## config.mk

```make
export PLATFORM = sky130hd
export DESIGN_NAME = int_alu
export DESIGN_NICKNAME = d
export VERILOG_FILES = /design/src/rtl/int_alu.sv
export SDC_FILE = /design/constraint.sdc
export NUM_CORES = 1
export LEC_CHECK = 0
export CAP_MARGIN = 5
export CORE_ASPECT_RATIO = 2
export CORE_MARGIN = 5
export CORE_UTILIZATION = 51
export DETAILED_ROUTE_END_ITERATION = 10
export GPL_ROUTABILITY_DRIVEN = 0
export GPL_TIMING_DRIVEN = 1
export PLACE_DENSITY = 0.84
export SYNTH_ARGS = -nofsm -noshare
export SYNTH_HDL_FRONTEND = slang
export SYNTH_SLANG_ARGS = --single-unit
```

## constraint.sdc

```tcl
create_clock -name clk -period 18 [get_ports clk]
set_input_delay 2.7 -clock clk [delete_from_list [all_inputs] [get_ports clk]]
set_output_delay 2.7 -clock clk [all_outputs]
set_load 0.05 [all_outputs]
```

## src/rtl/int_alu.sv

```systemverilog
module int_alu #(
  parameter int WIDTH = 32
) (
  input  logic             clk,
  input  logic             rst_n,
  input  logic [WIDTH-1:0] opd_a,
  input  logic [WIDTH-1:0] opd_b,
  input  logic [3:0]       op_sel,
  output logic [WIDTH-1:0] res_q,
  output logic             carry_q,
  output logic             ovf_q
);

  localparam logic [3:0] OP_ADD  = 4'd0;
  localparam logic [3:0] OP_ADDU = 4'd1;
  localparam logic [3:0] OP_SUB  = 4'd2;
  localparam logic [3:0] OP_SUBU = 4'd3;
  localparam logic [3:0] OP_AND  = 4'd4;
  localparam logic [3:0] OP_OR   = 4'd5;
  localparam logic [3:0] OP_XOR  = 4'd6;
  localparam logic [3:0] OP_NOR  = 4'd7;
  localparam logic [3:0] OP_SLT  = 4'd10;
  localparam logic [3:0] OP_SLTU = 4'd11;
  localparam int         MSB     = WIDTH - 1;

  logic             negate;
  logic [WIDTH-1:0] b_eff;
  logic [WIDTH-1:0] sum;
  logic [WIDTH:0]   cy;
  logic             v_raw;

  assign negate = (op_sel == OP_SUB) || (op_sel == OP_SUBU) ||
                  (op_sel == OP_SLT) || (op_sel == OP_SLTU);
  assign b_eff  = opd_b ^ {WIDTH{negate}};
  assign cy[0]  = negate;

  for (genvar i = 0; i < WIDTH; i++) begin : g_slice
    logic p;
    assign p         = opd_a[i] ^ b_eff[i];
    assign sum[i]    = p ^ cy[i];
    assign cy[i+1]   = (opd_a[i] & b_eff[i]) | (p & cy[i]);
  end

  assign v_raw = cy[MSB] ^ cy[WIDTH];

  logic [WIDTH-1:0] res_d;
  logic             carry_d;
  logic             ovf_d;

  always_comb begin
    res_d   = '0;
    carry_d = 1'b0;
    ovf_d   = 1'b0;
    case (op_sel)
      OP_ADD, OP_SUB: begin
        res_d = sum;
        ovf_d = v_raw;
      end
      OP_ADDU, OP_SUBU: begin
        res_d   = sum;
        carry_d = cy[WIDTH];
      end
      OP_AND:  res_d = opd_a & opd_b;
      OP_OR:   res_d = opd_a | opd_b;
      OP_XOR:  res_d = opd_a ^ opd_b;
      OP_NOR:  res_d = (opd_a | opd_b) ^ {WIDTH{1'b1}};
      OP_SLT:  res_d = {{(WIDTH-1){1'b0}}, sum[MSB] ^ v_raw};
      OP_SLTU: res_d = {{(WIDTH-1){1'b0}}, ~cy[WIDTH]};
      default: ;
    endcase
  end

  always_ff @(posedge clk) begin
    if (!rst_n) begin
      res_q   <= '0;
      carry_q <= 1'b0;
      ovf_q   <= 1'b0;
    end else begin
      res_q   <= res_d;
      carry_q <= carry_d;
      ovf_q   <= ovf_d;
    end
  end

  a_r1_reset_clear: assert property (@(posedge clk)
    $past(!rst_n) |-> (res_q == '0 && !carry_q && !ovf_q));

  a_r3_ovf_signed_only: assert property (@(posedge clk) disable iff (!rst_n)
    ovf_q |-> ($past(op_sel) == OP_ADD || $past(op_sel) == OP_SUB));

  a_r4_carry_unsigned_only: assert property (@(posedge clk) disable iff (!rst_n)
    carry_q |-> ($past(op_sel) == OP_ADDU || $past(op_sel) == OP_SUBU));

  a_r3_add_ovf_same_sign: assert property (@(posedge clk) disable iff (!rst_n)
    ($past(op_sel) == OP_ADD && $past(opd_a[MSB]) != $past(opd_b[MSB])) |-> !ovf_q);

  a_r6_slt_boolean: assert property (@(posedge clk) disable iff (!rst_n)
    ($past(op_sel) == OP_SLT || $past(op_sel) == OP_SLTU) |-> (res_q[MSB:1] == '0));

  a_r8_unused_zero: assert property (@(posedge clk) disable iff (!rst_n)
    ($past(op_sel) == 4'd8 || $past(op_sel) == 4'd9 || $past(op_sel) >= 4'd12)
      |-> (res_q == '0 && !carry_q && !ovf_q));

endmodule

```

# Word level (Yosys, flattened, before mapping)

Index checks and enable logic that the tools add are counted.
W data, S select, Z words.

Multiplexer cells: 1
Bitwise operators: 168
Equal/unequal tests: 9
Reduce and logical (&&, ||, !) cells: 9

Operators with widths:

| cell                 | count |
|---|---|
| $pmux W32 S7         | 1 |
| $xor A1 B1 Y1        | 66 |
| $and A1 B1 Y1        | 64 |
| $xor A32 B32 Y32     | 2 |
| $and A32 B32 Y32     | 1 |
| $not A32 Y32         | 1 |
| $or A1 B1 Y1         | 32 |
| $or A32 B32 Y32      | 1 |
| $eq A4 B3 Y1 const B | 4 |
| $eq A4 B2 Y1 const B | 2 |
| $eq A4 B4 Y1 const B | 2 |
| $eq A4 B1 Y1 const B | 1 |
| $logic_not A4 Y1     | 1 |
| $reduce_and A2 Y1    | 2 |
| $reduce_or A2 Y1     | 2 |
| $reduce_or A4 Y1     | 1 |
| $logic_or A1 B1 Y1   | 3 |
| $not A1 Y1           | 1 |

Output and inout port bits: 34
Bits in registers: 34

# Depth between registers and ports, before layout

Depth after elaboration: 73
Depth in mapped cells: 42
Depth with buffers taken out: 39

# Least setup slack after synthesis

Ideal clock, no wire load.

Path type: input-to-reg
From: input port op_sel[1]
To: register res_q[0]
Setup time: 0.074 ns
Stages: 42
Arrival time: 16.575 ns
Setup slack: 1.351 ns
Cells stage by stage: buf_4 > nand2b_1 > buf_6 > buf_4 > o21ai_0 > fa_1 > fa_1 > fa_1 > fa_1 > fa_1 > fa_1 > inv_1 > fa_1 > inv_1 > fa_1 > fa_1 > fa_1 > fa_1 > (+6 left out) > fa_1 > fa_1 > fa_1 > fa_1 > fa_1 > fa_1 > fa_1 > fa_1 > fa_1 > fa_1 > fa_1 > fa_1 > fa_1 > inv_1 > fa_1 > mux2i_1 > o32a_1 > a31oi_1

Word-level cells in the longest chain between the ends: 73
Elaborated cells on any way between the ends: 149

Ends and longest elaborated chain:

| element                         | RTL line | source |
|---|---|---|
| start, declared                 | 8        | `input logic [3:0] op_sel,` |
| $eq A4 B2 Y1                    | 32, 54   |  |
| $logic_or A1 B1 Y1 (2 in a row) | 32       | `assign negate = (op_sel == OP_SUB) \|\| (op_sel == OP_SUBU) \|\|` |
| $logic_or A1 B1 Y1              | 33       | `(op_sel == OP_SLT) \|\| (op_sel == OP_SLTU);` |
| $xor A32 B32 Y32                | 34       | `assign b_eff = opd_b ^ {WIDTH{negate}};` |
| $xor A1 B1 Y1                   | 39       | `assign p = opd_a[i] ^ b_eff[i];` |
| $and A1 B1 Y1                   | 41       | `assign cy[i+1] = (opd_a[i] & b_eff[i]) \| (p & cy[i]);` |
| $or A1 B1 Y1                    | 41       |  |
| $and A1 B1 Y1                   | 41       |  |
| (+56 left out)                  | -        |  |
| $or A1 B1 Y1                    | 41       |  |
| $and A1 B1 Y1                   | 41       |  |
| $or A1 B1 Y1                    | 41       |  |
| $and A1 B1 Y1                   | 41       |  |
| $or A1 B1 Y1                    | 41       |  |
| $xor A1 B1 Y1                   | 44       | `assign v_raw = cy[MSB] ^ cy[WIDTH];` |
| $xor A1 B1 Y1                   | 67       | `OP_SLT: res_d = {{(WIDTH-1){1'b0}}, sum[MSB] ^ v_raw};` |
| $pmux W32 S7 (*)                | 54       | `case (op_sel)` |
| end signal, assigned            | 79       | `res_q <= res_d;` |
| end, declared                   | 9        | `output logic [WIDTH-1:0] res_q,` |

Every way passes the cells marked *; elsewhere a longest branch is shown, timed or not.
A chain may end at the register's enable or synchronous reset.

# Final worst setup path

From: input port opd_b[0]
To: register res_q[0]

Word-level cells in the longest chain between the ends: 69
Elaborated cells on any way between the ends: 77

Ends and longest elaborated chain:

| element          | RTL line | source |
|---|---|---|
| start, declared  | 7        | `input logic [WIDTH-1:0] opd_b,` |
| $xor A32 B32 Y32 | 34       |  |
| $xor A1 B1 Y1    | 39       |  |
| $and A1 B1 Y1    | 41       |  |
| $or A1 B1 Y1     | 41       |  |
| $and A1 B1 Y1    | 41       |  |
| $or A1 B1 Y1     | 41       |  |
| $and A1 B1 Y1    | 41       |  |
| $or A1 B1 Y1     | 41       |  |
| (+53 left out)   | -        |  |
| $or A1 B1 Y1     | 41       |  |
| $and A1 B1 Y1    | 41       |  |
| $or A1 B1 Y1     | 41       |  |
| $and A1 B1 Y1    | 41       |  |
| $or A1 B1 Y1     | 41       |  |
| $xor A1 B1 Y1    | 44       |  |
| $xor A1 B1 Y1    | 67       |  |
| $pmux W32 S7 (*) | 54       |  |

Marks and branches as above.

==> impl_metrics.ini <==
[global_route]
gr-total-overflow = 0
grt_use_met3 = 0.0253
busiest_layer = met2
groute.usage.overall = 0.221
grtUsageMet1 = 0.231
first_global_vias = 3918
grt_antenna_before_repair = 0
grt_pass1_wl_mm = 18.1
use_met2 = 0.401
grt_max_degree = 102

[drt]
drt_iter0_drc = 315
antenna_left = 0
routed_wl_mm = 11.3
routedWlPerCell_um = 16.7
viasPerCell = 5.61
firstDrtPassIters = 4
route.detailed.drc = 0
dr_total_vias = 3782

[finish]
layout.nets = 742
post-route-util = 0.656
drive_gt1_frac = 0.0486
fillers = 698
syn2layout_area_growth_pct = 25.8
fin_cells = 674
antenna_cells = 0

[job]
max_cap_viol_count = 0

[power]
power.density_nw_per_um2 = 56.0
ir_drop_v = 0.0000479
p_leak_nw = 2.38

[floorplan]
die_area_um2 = 10500
ios = 104
die_x_um = 74.9
coreArea_um2 = 8230
fp.dieH_um = 140
start_util = 0.522
rows = 47

[hold_path]
hold_start = rst_n
min_path_type = in -> reg

[placement]
dp_cells = 667
port_buffers = 103
dp_hpwl_mm = 8.58

[yosys]
synth.cell_area_um2 = 4290
synth_nets = 660
ys_seq_area_frac = 0.159
yosysMostFrequentCell = inv_1
synth_cells = 494
synth_flop_cell = dfxtp_1
synth-edff-count = 0
ys_async_sr_fraction = 0
synthTopCellsByArea = ha_1 19%, dfxtp_1 16%, fa_1 15%, xnor2_1 6.3%, inv_1 6.2%
syn_avg_cell_area_um2 = 8.69
yosysWarningCount = 0
netlist.area_leader.share = 0.186
synth_common_cells = 71 x inv_1, 64 x ha_1, 37 x nand2_1
yosys_register_bits = 34
yosys.area.top_type = ha_1
yosysUniqueCellTypes = 36

[cts]
cts_setup_buffers = 0
hold_buffers = 0
clk_pin_slew_ns = 0.06
cts_htree_levels = 2
cts_tree = yes
cts_resized = 0
numClockSinks = 34
numCtsBuffers = 5
clockBufferDepth = 2
cts-root-buf = clkbuf_16

[critical_path]
critPathKind = in -> reg
critPathMaxStageDelay_ns = 0.51
critPathLaunchType = input port
endpoint_kind = flip-flop
cp_slowest_cell = clkdlybuf4s50_1
crit_required_ns = 18.22
crit_path_frequent_cell = fa_1
arrival_ns = 17.23
cp-startpoint = opd_b[0]
crit_fanout = 4

[timing]
slew_violations = 0
min_period_ns = 17.01
clock.fmax_ghz = 0.0588
slew-limit-headroom = 0.359
worstMarginPinSlew_ns = 0.961
tns_ns = 0
setup_viol = 0
fin_crit_sh = 0.945
grt_setup_unrepaired = false
hold_viol = 0

[status]
status = finished, final reports clean
[layout by cell type (no fill, tap or decap), types with 6 or more instances in the layout]
master           count
clkdlybuf4s50_1    100
inv_1               71
ha_1                64
nand2_1             37
nor2b_1             34
dfxtp_1             34
fa_1                32
xnor2_1             31
a31oi_1             25
o21ai_0             21
nor2_1              19
and4_1              12
mux2_2              12
a211o_1             12
o211ai_1            11
nor3_1               7
o21a_1               7
o31ai_1              7
o21ai_1              6
nand3_1              6
[sequential cells by signal, indices dropped and copies added (netlist names)]
register / flops
ovf_q: 1
res_q: 32
carry_q: 1
[path summary, 6_finish.rpt]
| path | slack (ns) | end | cells past startpoint |
|---|---|---|---|
| worst max-delay path | 0.99 | res_q[0] | 39 |
| worst min-delay path | 3.06 | res_q[0] | 3 |
[through the flow]
step	setup WS [ns]	hold WS (ns)	power, mW	area [µm²]
floorplan	1.35	2.83	0.171	4290
global placement	0.886	3.33	0.212	5270
detailed placement	0.658	3.35	0.219	5270
CTS	0.898	3.05	0.305	5400
global route	0.445	3.11	0.321	5400
finish	0.990	3.06	0.302	5400
[kinds of logic (layout without fill, tap and decap cells)]
kind of cell / Yosys count / after routing / synth area share
buffers and inverters: 104 / 186 / 0.110
adders and majority gates: 96 / 96 / 0.336
muxes: 13 / 13 / 0.0338
xor gates and xnor gates: 32 / 32 / 0.0653
AOI/OAI and AO/OA: 92 / 92 / 0.142
and+or+nand+nor: 123 / 123 / 0.155
DFF: 34 / 34 / 0.159
[metal layers]
| layer | share of wire | vias up |
|---|---|---|
| li1 | - | 1789 |
| met1 | 0.36 | 1838 |
| met2 | 0.55 | 126 |
| met3 | 0.049 | 29 |
| met4 | 0.042 | 0 |
| met5 | 0 | - |
[power by group]
part           internal [mW]  switching (mW)  leakage (nW)
Clock                 0.0507          0.0339        0.0640
Sequential            0.0807         0.00166         0.278
Combinational         0.0601          0.0754          2.04
Total                  0.191           0.111          2.38
[critical path: cells and delay by family]
family	cells	cell delay, ns
buffers and inverters	4	0.79
adders and majority gates	31	13.03
muxes	1	0.09
AOI/OAI and AO/OA	3	0.60
[cell type report]
| cell class | instances | area [µm²] | area share |
|---|---|---|---|
| flip-flops and latches | 34 | 681 | 0.126 |
| well taps | 98 | 123 | 0.0227 |
| repair buffers | 108 | 1050 | 0.195 |
| multi-input cells | 356 | 3140 | 0.582 |
| clock buffers | 7 | 133 | 0.0246 |
| inverters | 71 | 267 | 0.0494 |
Note: power is estimated with default switching activity, not from simulation.
